$ cat src/rtl/mps_pkg.sv
package mps_pkg;

    typedef enum logic [2:0] {
        S_OFF,
        S_LINK_UP,
        S_AMP_UP,
        S_MAIN,
        S_RUN,
        S_SELFTEST,
        S_TX,
        S_AMP_DOWN
    } state_e;

    localparam logic [7:0] CMD_RUN      = 8'h52;
    localparam logic [7:0] CMD_SELFTEST = 8'h54;
    localparam logic [7:0] CMD_STATUS   = 8'h3F;
    localparam logic [7:0] CMD_SHUTDOWN = 8'h58;

    localparam logic [7:0] MSG_OK  = 8'hA5;
    localparam logic [7:0] MSG_ERR = 8'h5A;
    localparam logic [7:0] MSG_EOT = 8'h04;

endpackage

$ cat src/rtl/mps_sync2.sv
module mps_sync2 (
    input  logic clk,
    input  logic rst_n,
    input  logic in_a,
    output logic out_s
);
    logic ff1_q, ff2_q;

    always_ff @(posedge clk or negedge rst_n) begin
        if (!rst_n) begin
            ff1_q <= 1'b0;
            ff2_q <= 1'b0;
        end else begin
            ff1_q <= in_a;
            ff2_q <= ff1_q;
        end
    end

    assign out_s = ff2_q;

    // a rising synchronized flag was high at the input two edges earlier
    p_sync_depth_r12: assert property (@(posedge clk) disable iff (!rst_n)
        $rose(out_s) |-> $past(in_a, 2));
endmodule

$ cat src/rtl/mps_watchdog.sv
module mps_watchdog #(
    parameter int WD_W = 16
) (
    input  logic            clk,
    input  logic            rst_n,
    input  logic            run,
    input  logic            kick,
    input  logic [WD_W-1:0] limit,
    output logic            expired
);
    logic [WD_W-1:0] cnt_d, cnt_q;

    always_comb begin
        cnt_d = cnt_q;
        if (!run || kick)
            cnt_d = '0;
        else if (cnt_q != limit)
            cnt_d = cnt_q + 1'b1;
    end

    always_ff @(posedge clk or negedge rst_n) begin
        if (!rst_n) cnt_q <= '0;
        else        cnt_q <= cnt_d;
    end

    assign expired = run && (cnt_q == limit);

    // idle count never passes the limit
    p_wd_bound_r6: assert property (@(posedge clk) disable iff (!rst_n)
        run |-> (cnt_q <= limit));
endmodule

$ cat src/rtl/mps_chan_map.sv
module mps_chan_map #(
    parameter int N_CH  = 124,
    parameter int OUTS  = 4,
    parameter int CH_W  = 7,
    parameter int DEV_W = 5,
    parameter int OUT_W = 2
) (
    input  logic [CH_W-1:0]  idx,
    output logic [DEV_W-1:0] dev,
    output logic [OUT_W-1:0] outp
);
    generate
        if ((OUTS & (OUTS - 1)) == 0) begin : g_pow2
            assign outp = idx[OUT_W-1:0];
            assign dev  = DEV_W'(idx >> OUT_W);
        end else begin : g_div
            assign outp = OUT_W'(idx % CH_W'(OUTS));
            assign dev  = DEV_W'(idx / CH_W'(OUTS));
        end
    endgenerate

    // device index stays inside the bank
    p_dev_range_r4: assert final (int'(idx) >= N_CH || int'(dev) < (N_CH + OUTS - 1) / OUTS);
endmodule

$ cat src/rtl/mirror_pwr_seq.sv
module mirror_pwr_seq
    import mps_pkg::*;
#(
    parameter int N_CH      = 124,
    parameter int OUTS      = 4,
    parameter int DAC_W     = 12,
    parameter int WD_W      = 16,
    parameter int ST_CYCLES = 16,
    parameter int RD_GAP    = 3,
    localparam int N_DEV    = (N_CH + OUTS - 1) / OUTS,
    localparam int DEV_W    = $clog2(N_DEV),
    localparam int OUT_W    = $clog2(OUTS)
) (
    input  logic             clk,
    input  logic             rst_n,
    input  logic             link_up,
    input  logic             link_ready,
    input  logic             amp_pwr_ok,
    input  logic             rx_avail_a,
    input  logic [7:0]       rx_data,
    output logic             rx_rd,
    input  logic             tx_ready,
    output logic             tx_wr,
    output logic [7:0]       tx_data,
    input  logic [WD_W-1:0]  wd_limit,
    output logic             link_pwr_en,
    output logic             amp_en,
    output logic             dac_wr,
    output logic [DEV_W-1:0] dac_dev,
    output logic [OUT_W-1:0] dac_out,
    output logic [DAC_W-1:0] dac_data
);
    localparam int CH_W  = $clog2(N_CH);
    localparam int ST_W  = $clog2(ST_CYCLES + 1);
    localparam int GAP_W = $clog2(RD_GAP + 1);
    localparam int HI_W  = DAC_W - 8;

    typedef struct packed {
        state_e           st;
        logic             armed;
        logic [CH_W-1:0]  ch;
        logic             hi_phase;
        logic [7:0]       lo;
        logic [GAP_W-1:0] gap;
        logic [ST_W-1:0]  st_cnt;
        logic             st_fail;
        logic             st_ok;
        logic             wd_trip;
        logic [7:0]       msg;
        logic             tx_idx;
        logic             tx_wr;
        logic [7:0]       tx_data;
        logic             dac_wr;
        logic [DAC_W-1:0] dac_data;
        logic [DEV_W-1:0] dac_dev;
        logic [OUT_W-1:0] dac_out;
    } regs_t;

    localparam regs_t REGS_RST = '{st: S_OFF, armed: 1'b1, default: '0};

    regs_t r_d, r_q;
    logic  rx_avail_s, rd_now, wd_exp;
    logic [DEV_W-1:0] map_dev;
    logic [OUT_W-1:0] map_out;

    mps_sync2 u_sync (
        .clk   (clk),
        .rst_n (rst_n),
        .in_a  (rx_avail_a),
        .out_s (rx_avail_s)
    );

    mps_watchdog #(.WD_W(WD_W)) u_wd (
        .clk     (clk),
        .rst_n   (rst_n),
        .run     (r_q.st == S_RUN),
        .kick    (rd_now),
        .limit   (wd_limit),
        .expired (wd_exp)
    );

    mps_chan_map #(
        .N_CH(N_CH), .OUTS(OUTS), .CH_W(CH_W), .DEV_W(DEV_W), .OUT_W(OUT_W)
    ) u_map (
        .idx  (r_q.ch),
        .dev  (map_dev),
        .outp (map_out)
    );

    always_comb begin
        r_d        = r_q;
        r_d.tx_wr  = 1'b0;
        r_d.dac_wr = 1'b0;
        if (r_q.gap != '0)
            r_d.gap = r_q.gap - 1'b1;

        rd_now = link_up && rx_avail_s && (r_q.gap == '0) &&
                 ((r_q.st == S_MAIN) || (r_q.st == S_RUN));
        if (rd_now)
            r_d.gap = GAP_W'(RD_GAP);

        unique case (r_q.st)
            S_OFF: begin
                if (link_up && r_q.armed) r_d.st = S_LINK_UP;
            end
            S_LINK_UP: begin
                if (!link_up)        r_d.st = S_OFF;
                else if (link_ready) r_d.st = S_AMP_UP;
            end
            S_AMP_UP: begin
                if (!link_up)        r_d.st = S_AMP_DOWN;
                else if (amp_pwr_ok) r_d.st = S_MAIN;
            end
            S_MAIN: begin
                if (!link_up) begin
                    r_d.st = S_AMP_DOWN;
                end else if (rd_now) begin
                    case (rx_data)
                        CMD_RUN: begin
                            r_d.st       = S_RUN;
                            r_d.ch       = '0;
                            r_d.hi_phase = 1'b0;
                            r_d.wd_trip  = 1'b0;
                        end
                        CMD_SELFTEST: begin
                            r_d.st      = S_SELFTEST;
                            r_d.st_cnt  = '0;
                            r_d.st_fail = 1'b0;
                        end
                        CMD_STATUS: begin
                            r_d.st     = S_TX;
                            r_d.tx_idx = 1'b0;
                            r_d.msg    = {amp_pwr_ok, link_ready, r_q.st_ok, r_q.wd_trip, 4'h0};
                        end
                        CMD_SHUTDOWN: begin
                            r_d.st    = S_AMP_DOWN;
                            r_d.armed = 1'b0;
                        end
                        default: ;
                    endcase
                end
            end
            S_RUN: begin
                if (!link_up) begin
                    r_d.st = S_AMP_DOWN;
                end else if (rd_now) begin
                    if (!r_q.hi_phase) begin
                        r_d.lo       = rx_data;
                        r_d.hi_phase = 1'b1;
                    end else begin
                        r_d.hi_phase = 1'b0;
                        r_d.dac_wr   = 1'b1;
                        r_d.dac_data = {rx_data[HI_W-1:0], r_q.lo};
                        r_d.dac_dev  = map_dev;
                        r_d.dac_out  = map_out;
                        r_d.ch       = r_q.ch + 1'b1;
                        if (r_q.ch == CH_W'(N_CH - 1))
                            r_d.st = S_MAIN;
                    end
                end else if (wd_exp) begin
                    r_d.st      = S_MAIN;
                    r_d.wd_trip = 1'b1;
                end
            end
            S_SELFTEST: begin
                if (!link_up) begin
                    r_d.st = S_AMP_DOWN;
                end else begin
                    r_d.st_cnt  = r_q.st_cnt + 1'b1;
                    r_d.st_fail = r_q.st_fail | !amp_pwr_ok;
                    if (r_q.st_cnt == ST_W'(ST_CYCLES - 1)) begin
                        r_d.st_ok  = !(r_q.st_fail || !amp_pwr_ok);
                        r_d.msg    = (r_q.st_fail || !amp_pwr_ok) ? MSG_ERR : MSG_OK;
                        r_d.tx_idx = 1'b0;
                        r_d.st     = S_TX;
                    end
                end
            end
            S_TX: begin
                if (!link_up) begin
                    r_d.st = S_AMP_DOWN;
                end else if (tx_ready) begin
                    r_d.tx_wr   = 1'b1;
                    r_d.tx_data = r_q.tx_idx ? MSG_EOT : r_q.msg;
                    r_d.tx_idx  = 1'b1;
                    if (r_q.tx_idx) r_d.st = S_MAIN;
                end
            end
            S_AMP_DOWN: begin
                if (!amp_pwr_ok) r_d.st = S_OFF;
            end
            default: r_d.st = S_OFF;
        endcase

        if (!link_up)
            r_d.armed = 1'b1;
    end

    always_ff @(posedge clk or negedge rst_n) begin
        if (!rst_n) r_q <= REGS_RST;
        else        r_q <= r_d;
    end

    assign rx_rd       = rd_now;
    assign tx_wr       = r_q.tx_wr;
    assign tx_data     = r_q.tx_data;
    assign dac_wr      = r_q.dac_wr;
    assign dac_dev     = r_q.dac_dev;
    assign dac_out     = r_q.dac_out;
    assign dac_data    = r_q.dac_data;
    assign link_pwr_en = (r_q.st != S_OFF);
    assign amp_en      = (r_q.st == S_AMP_UP) || (r_q.st == S_MAIN) || (r_q.st == S_RUN) ||
                         (r_q.st == S_SELFTEST) || (r_q.st == S_TX);

    // main is entered from amplifier power-up only with the supply reported on
    p_main_after_amp_r3: assert property (@(posedge clk) disable iff (!rst_n)
        (r_q.st == S_MAIN && $past(r_q.st) == S_AMP_UP) |-> $past(amp_pwr_ok));

    // a DAC strobe follows a byte read on the previous cycle
    p_dac_after_read_r4: assert property (@(posedge clk) disable iff (!rst_n)
        dac_wr |-> $past(rx_rd));

    // an expired watchdog with no byte returns the pass to main
    p_wd_exit_r6: assert property (@(posedge clk) disable iff (!rst_n)
        (r_q.st == S_RUN && wd_exp && !rx_rd && link_up) |=> (r_q.st == S_MAIN && !dac_wr));

    // reply bytes are only written out of the transmit state
    p_tx_from_tx_r8: assert property (@(posedge clk) disable iff (!rst_n)
        tx_wr |-> ($past(r_q.st) == S_TX && $past(tx_ready)));

    // link loss removes amplifier enable on the next cycle
    p_link_loss_r10: assert property (@(posedge clk) disable iff (!rst_n)
        (!link_up && amp_en) |=> !amp_en);

    // reads are spaced at least four cycles apart
    p_rd_gap_r12: assert property (@(posedge clk) disable iff (!rst_n)
        rx_rd |=> !rx_rd ##1 !rx_rd ##1 !rx_rd);
endmodule

$ cat config.mk
export PLATFORM = sky130hd
export DESIGN_NAME = mirror_pwr_seq
export DESIGN_NICKNAME = d
export VERILOG_FILES = /design/src/rtl/mps_pkg.sv /design/src/rtl/mps_sync2.sv /design/src/rtl/mps_watchdog.sv /design/src/rtl/mps_chan_map.sv /design/src/rtl/mirror_pwr_seq.sv
export SDC_FILE = /design/constraint.sdc
export NUM_CORES = 1
export LEC_CHECK = 0
export BUFFER_PORTS_ARGS = -buffer_cell sky130_fd_sc_hd__clkbuf_2
export CAP_MARGIN = 5
export CELL_PAD_IN_SITES_DETAIL_PLACEMENT = 1
export CELL_PAD_IN_SITES_GLOBAL_PLACEMENT = 1
export CORE_UTILIZATION = 46
export CTS_BUF_LIST = sky130_fd_sc_hd__clkbuf_8
export DETAILED_ROUTE_END_ITERATION = 16
export HOLD_SLACK_MARGIN = 0.02
export PLACE_DENSITY_LB_ADDON = 0.08
export REMOVE_ABC_BUFFERS = 1
export SYNTH_ARGS = -nofsm -noshare
export SYNTH_HDL_FRONTEND = slang
export SYNTH_SLANG_ARGS = --single-unit
$ cat constraint.sdc
create_clock -name clk -period 2.89 [get_ports clk]
set_clock_uncertainty 0.1 [all_clocks]
set_input_delay 0 -clock clk [delete_from_list [all_inputs] [get_ports clk]]
set_output_delay 0 -clock clk [all_outputs]
set_load 0.05 [all_outputs]
==> impl_metrics.env <==
export IMPL_switching_share=0.358
export IMPL_routabilityCongestion=0.775
export IMPL_core_area_um2=8890
export IMPL_drt_first_pass_iters=4
export IMPL_worst_r2r_path_depth=6
export IMPL_worstMarginPinSlew_ps=1050
export IMPL_intPower_mw=2.07
export IMPL_fmax_ghz=0.416
export IMPL_hold_viol=0
export IMPL_route_antenna_remaining_nets=0
export IMPL_max_slew_margin=0.297
export IMPL_required_ps=3020
export IMPL_worstPathMaxFanout=10
export IMPL_via_count_of_the_first_global_routing_pass=3610
export IMPL_placement_cell_area_um2=4520
export IMPL_wl_per_cell_um=16.4
export IMPL_vias=3386
export IMPL_setup_repair_after_global_routing_missed_its_margin="no"
export IMPL_vdd_drop_max_v=0.000354
export IMPL_timing_max_cap_violations=0
export IMPL_grt_overflow_total=0
export IMPL_synth_warnings=0
export IMPL_synth_top_flop_cell="dfrtp_1"
export IMPL_io_buffer_count=62
export IMPL_area_sequential_um2=2080
export IMPL_slowest_delay_ps=410
export IMPL_power_frac_comb=0.271
export IMPL_drc=0
export IMPL_cp_arrival_ps=2540
export IMPL_whs_path_depth=3
export IMPL_status="finished, final reports clean"
export IMPL_postSynthAreaPerCell_um2=9.58
export IMPL_min_delay_path_class="in -> reg"
export IMPL_die_width_um=98.8
export IMPL_postCtsSetupBuffers=0
export IMPL_critPathSlowestCell="dfrtp_1"
export IMPL_layout_cell_share_with_drive_strength_beyond_1=0.222
export IMPL_p_clk_frac=0.269
export IMPL_ctsLongestPathBuffers=2
export IMPL_tritoncts="built"
export IMPL_filler_cell_count=1038
export IMPL_routed_via_density=5.53
export IMPL_cts_root_buffer="clkbuf_8"
export IMPL_cts_made_buffers=9
export IMPL_design_area_um2=4860
export IMPL_cts_htree_levels=3
export IMPL_drt_iter0_drc=117
export IMPL_tns_ps=0
export IMPL_synth_async_sr_flop_share=1.00
export IMPL_fin_crit_ps=2400
export IMPL_grt_max_degree=84
export IMPL_netlist_instances=450
export IMPL_post_dp_hpwl_um=6980
export IMPL_timing_critical_path_buf_inv=1
export IMPL_critPathKind="reg -> reg"
export IMPL_setup_viol=0
export IMPL_crit_reg2reg_launch="r_q[46]"
export IMPL_route_final_wire_length_um=10000
export IMPL_cp_top_family="simple AND/OR/NAND/NOR gates"
export IMPL_antennaDiodeCount=0
export IMPL_cp_cell_sequence="inv_1 > ha_1 > and3_1 > nand2_1 > nor2_2 > mux2_2"
export IMPL_io_pins=63
export IMPL_floorplan_initialDensity=0.485
export IMPL_worstReg2RegEnd="r_q[50]"
export IMPL_powerDensity_nw_per_um2=663
export IMPL_synth_enable_flop_cells=0
export IMPL_std_cell_rows=34
export IMPL_post_synth_instance_area_um2=4310
export IMPL_synthToLayoutAreaGrowth_pct=12.7
export IMPL_power_share_sequential=0.459
export IMPL_global_route_wire_length_before_repair_um=17400
export IMPL_crit_path_end_kind="register"
export IMPL_post_place_ws_ps=533
export IMPL_synth_ff_latch_count=83
export IMPL_min_from="tx_ready"
export IMPL_min_delay_worst_endpoint="r_q[29]"
export IMPL_fp_dieH_um=98.8
export IMPL_antenna_found_initial=0
export IMPL_seq_area_frac_synth=0.482
export IMPL_cts_sinks=83
export IMPL_critical_path_startpoint_type="register"
export IMPL_setup_reg_to_reg_worst_slack_ps=490
export IMPL_multiInputGateArea_um2=1910
export IMPL_final_max_slew_violation_count=0
export IMPL_non_filler_instance_count_after_layout=612
export IMPL_final_critical_path_setup_slack_ps=486
export IMPL_switching_power_mw=1.15
export IMPL_final_min_period_over_clock_period=0.832
export IMPL_globalRouteTotalUtil=0.224
export IMPL_cts_reportedPaths_clkPinSlew_ps=90
export IMPL_dpl_cell_count=583
export IMPL_die_area_um2=9760
export IMPL_power_static_leakage_nw=2.34
export IMPL_worst_hold_slack_ps=84.2
export IMPL_finalNetCount=535
export IMPL_worst_skew_pair_late_latency_ps=350
export IMPL_count_of_cell_types_in_the_netlist=58
## per-layer routing
| layer | vias up | global-route usage | wire [um] |
|---|---|---|---|
| met5 | - | 0 | 0 |
| met4 | 0 | 0.0735 | 159 |
| met3 | 13 | 0.0284 | 274 |
| met2 | 72 | 0.382 | 4850 |
| met1 | 1688 | 0.298 | 4750 |
| li1 | 1613 | - | - |
## worst max path at each step
| stage | from | to | slack, ps | cells after the start |
|---|---|---|---|---|
| 2_1_floorplan | r_q[46] | r_q[60] | 600 | 7 |
| 3_3_place_gp | u_wd.cnt_q[5] | r_q[65] | 590 | 6 |
| 3_5_place_dp | r_q[46] | r_q[49] | 530 | 6 |
| 4_1_cts | r_q[46] | r_q[49] | 490 | 6 |
| 5_1_grt | r_q[65] | r_q[37] | 310 | 6 |
| 6_report | r_q[46] | r_q[50] | 490 | 6 |
## Yosys cell counts, types with 5 or more instances
cell type,number,share of area
nand2_1,88,0.077
mux2_2,16,0.042
nor2b_1,6,0.0087
buf_4,27,0.047
nor3_1,5,0.0058
clkbuf_1,7,0.0061
nand4_1,12,0.017
xnor2_1,23,0.047
nor4_1,7,0.010
buf_2,5,0.0058
dfrtp_1,82,0.48
a21oi_1,12,0.014
inv_1,13,0.011
nand3_1,11,0.013
ha_1,5,0.015
nand3b_1,9,0.016
o21ai_0,31,0.036
and3_1,9,0.013
nor2_1,25,0.022
## power by group through the flow
stage	Clock [mW]	Combinational, mW	Sequential (mW)
after floorplan	0	0.557	1.51
after global placement	0	0.825	1.49
after detailed placement	0	0.851	1.50
after CTS	0.894	0.881	1.48
after global routing	0.932	0.970	1.51
final	0.867	0.873	1.48
## kinds of logic after synthesis
group / count (synthesis) / synth area share
DFF: 83 / 0.482
muxes: 21 / 0.0540
buffers and inverters: 56 / 0.0755
adders and majority gates: 5 / 0.0145
and+or+nand+nor: 191 / 0.221
AOI/OAI and AO/OA: 66 / 0.0941
xor gates and xnor gates: 28 / 0.0586
## repair_timing
item | 4_1_cts | 5_1_grt
hold endpoints to repair | 99 | 0
resized for setup | 0 | 0
hold buffers | 13 | 0
## per-stage QoR
stage | power (mW) | util
6_report | 3.22 | 0.546
5_1_grt | 3.41 | 0.546
4_1_cts | 3.25 | 0.546
3_5_place_dp | 2.35 | 0.509
3_3_place_gp | 2.31 | 0.509
2_1_floorplan | 2.07 | -
## sequential cells by signal, indices dropped and copies added (netlist names)
name,flops
r_q,37
u_wd.cnt_q,16
dac_data,12
tx_data,7
dac_dev,5
dac_out,2
dac_wr,1
tx_wr,1
u_sync.ff1_q,1
u_sync.out_s,1
## worst reg2reg max path, cell delays in order (launching register included)
cell and delay [ps]:
dfrtp_1 410, inv_1 70, ha_1 240, and3_1 390
nand2_1 290, nor2_2 400, mux2_2 390
## layout by cell type, fill, tap and decap left out, drive strengths merged, types with 2 or more instances in the layout
master	count
nand2	88
dfrtp	82
clkbuf	71
o21ai	32
nor2	26
xnor2	24
mux2	18
inv	15
dlygate4sd3	13
a21oi	13
nand4	12
nand3	12
and3	9
nand3b	9
nor4	8
nor2b	6
buf	6
nor3	5
ha	5
xor2	4
or3	4
a22o	3
o31ai	3
mux2i	3
clkinvlp	3
and3b	2
or2	2
a31oi	2
a31o	2
## cell type report
type                            count  area share
Sequential cell                    83       0.428
Inverter                           14      0.0108
Clock inverter                      6      0.0134
Tap cell                          108      0.0278
Timing Repair Buffer               80      0.0989
Clock buffer                       10      0.0283
Multi-Input combinational cell    311       0.393
Note: power is estimated with default switching activity, not from simulation.
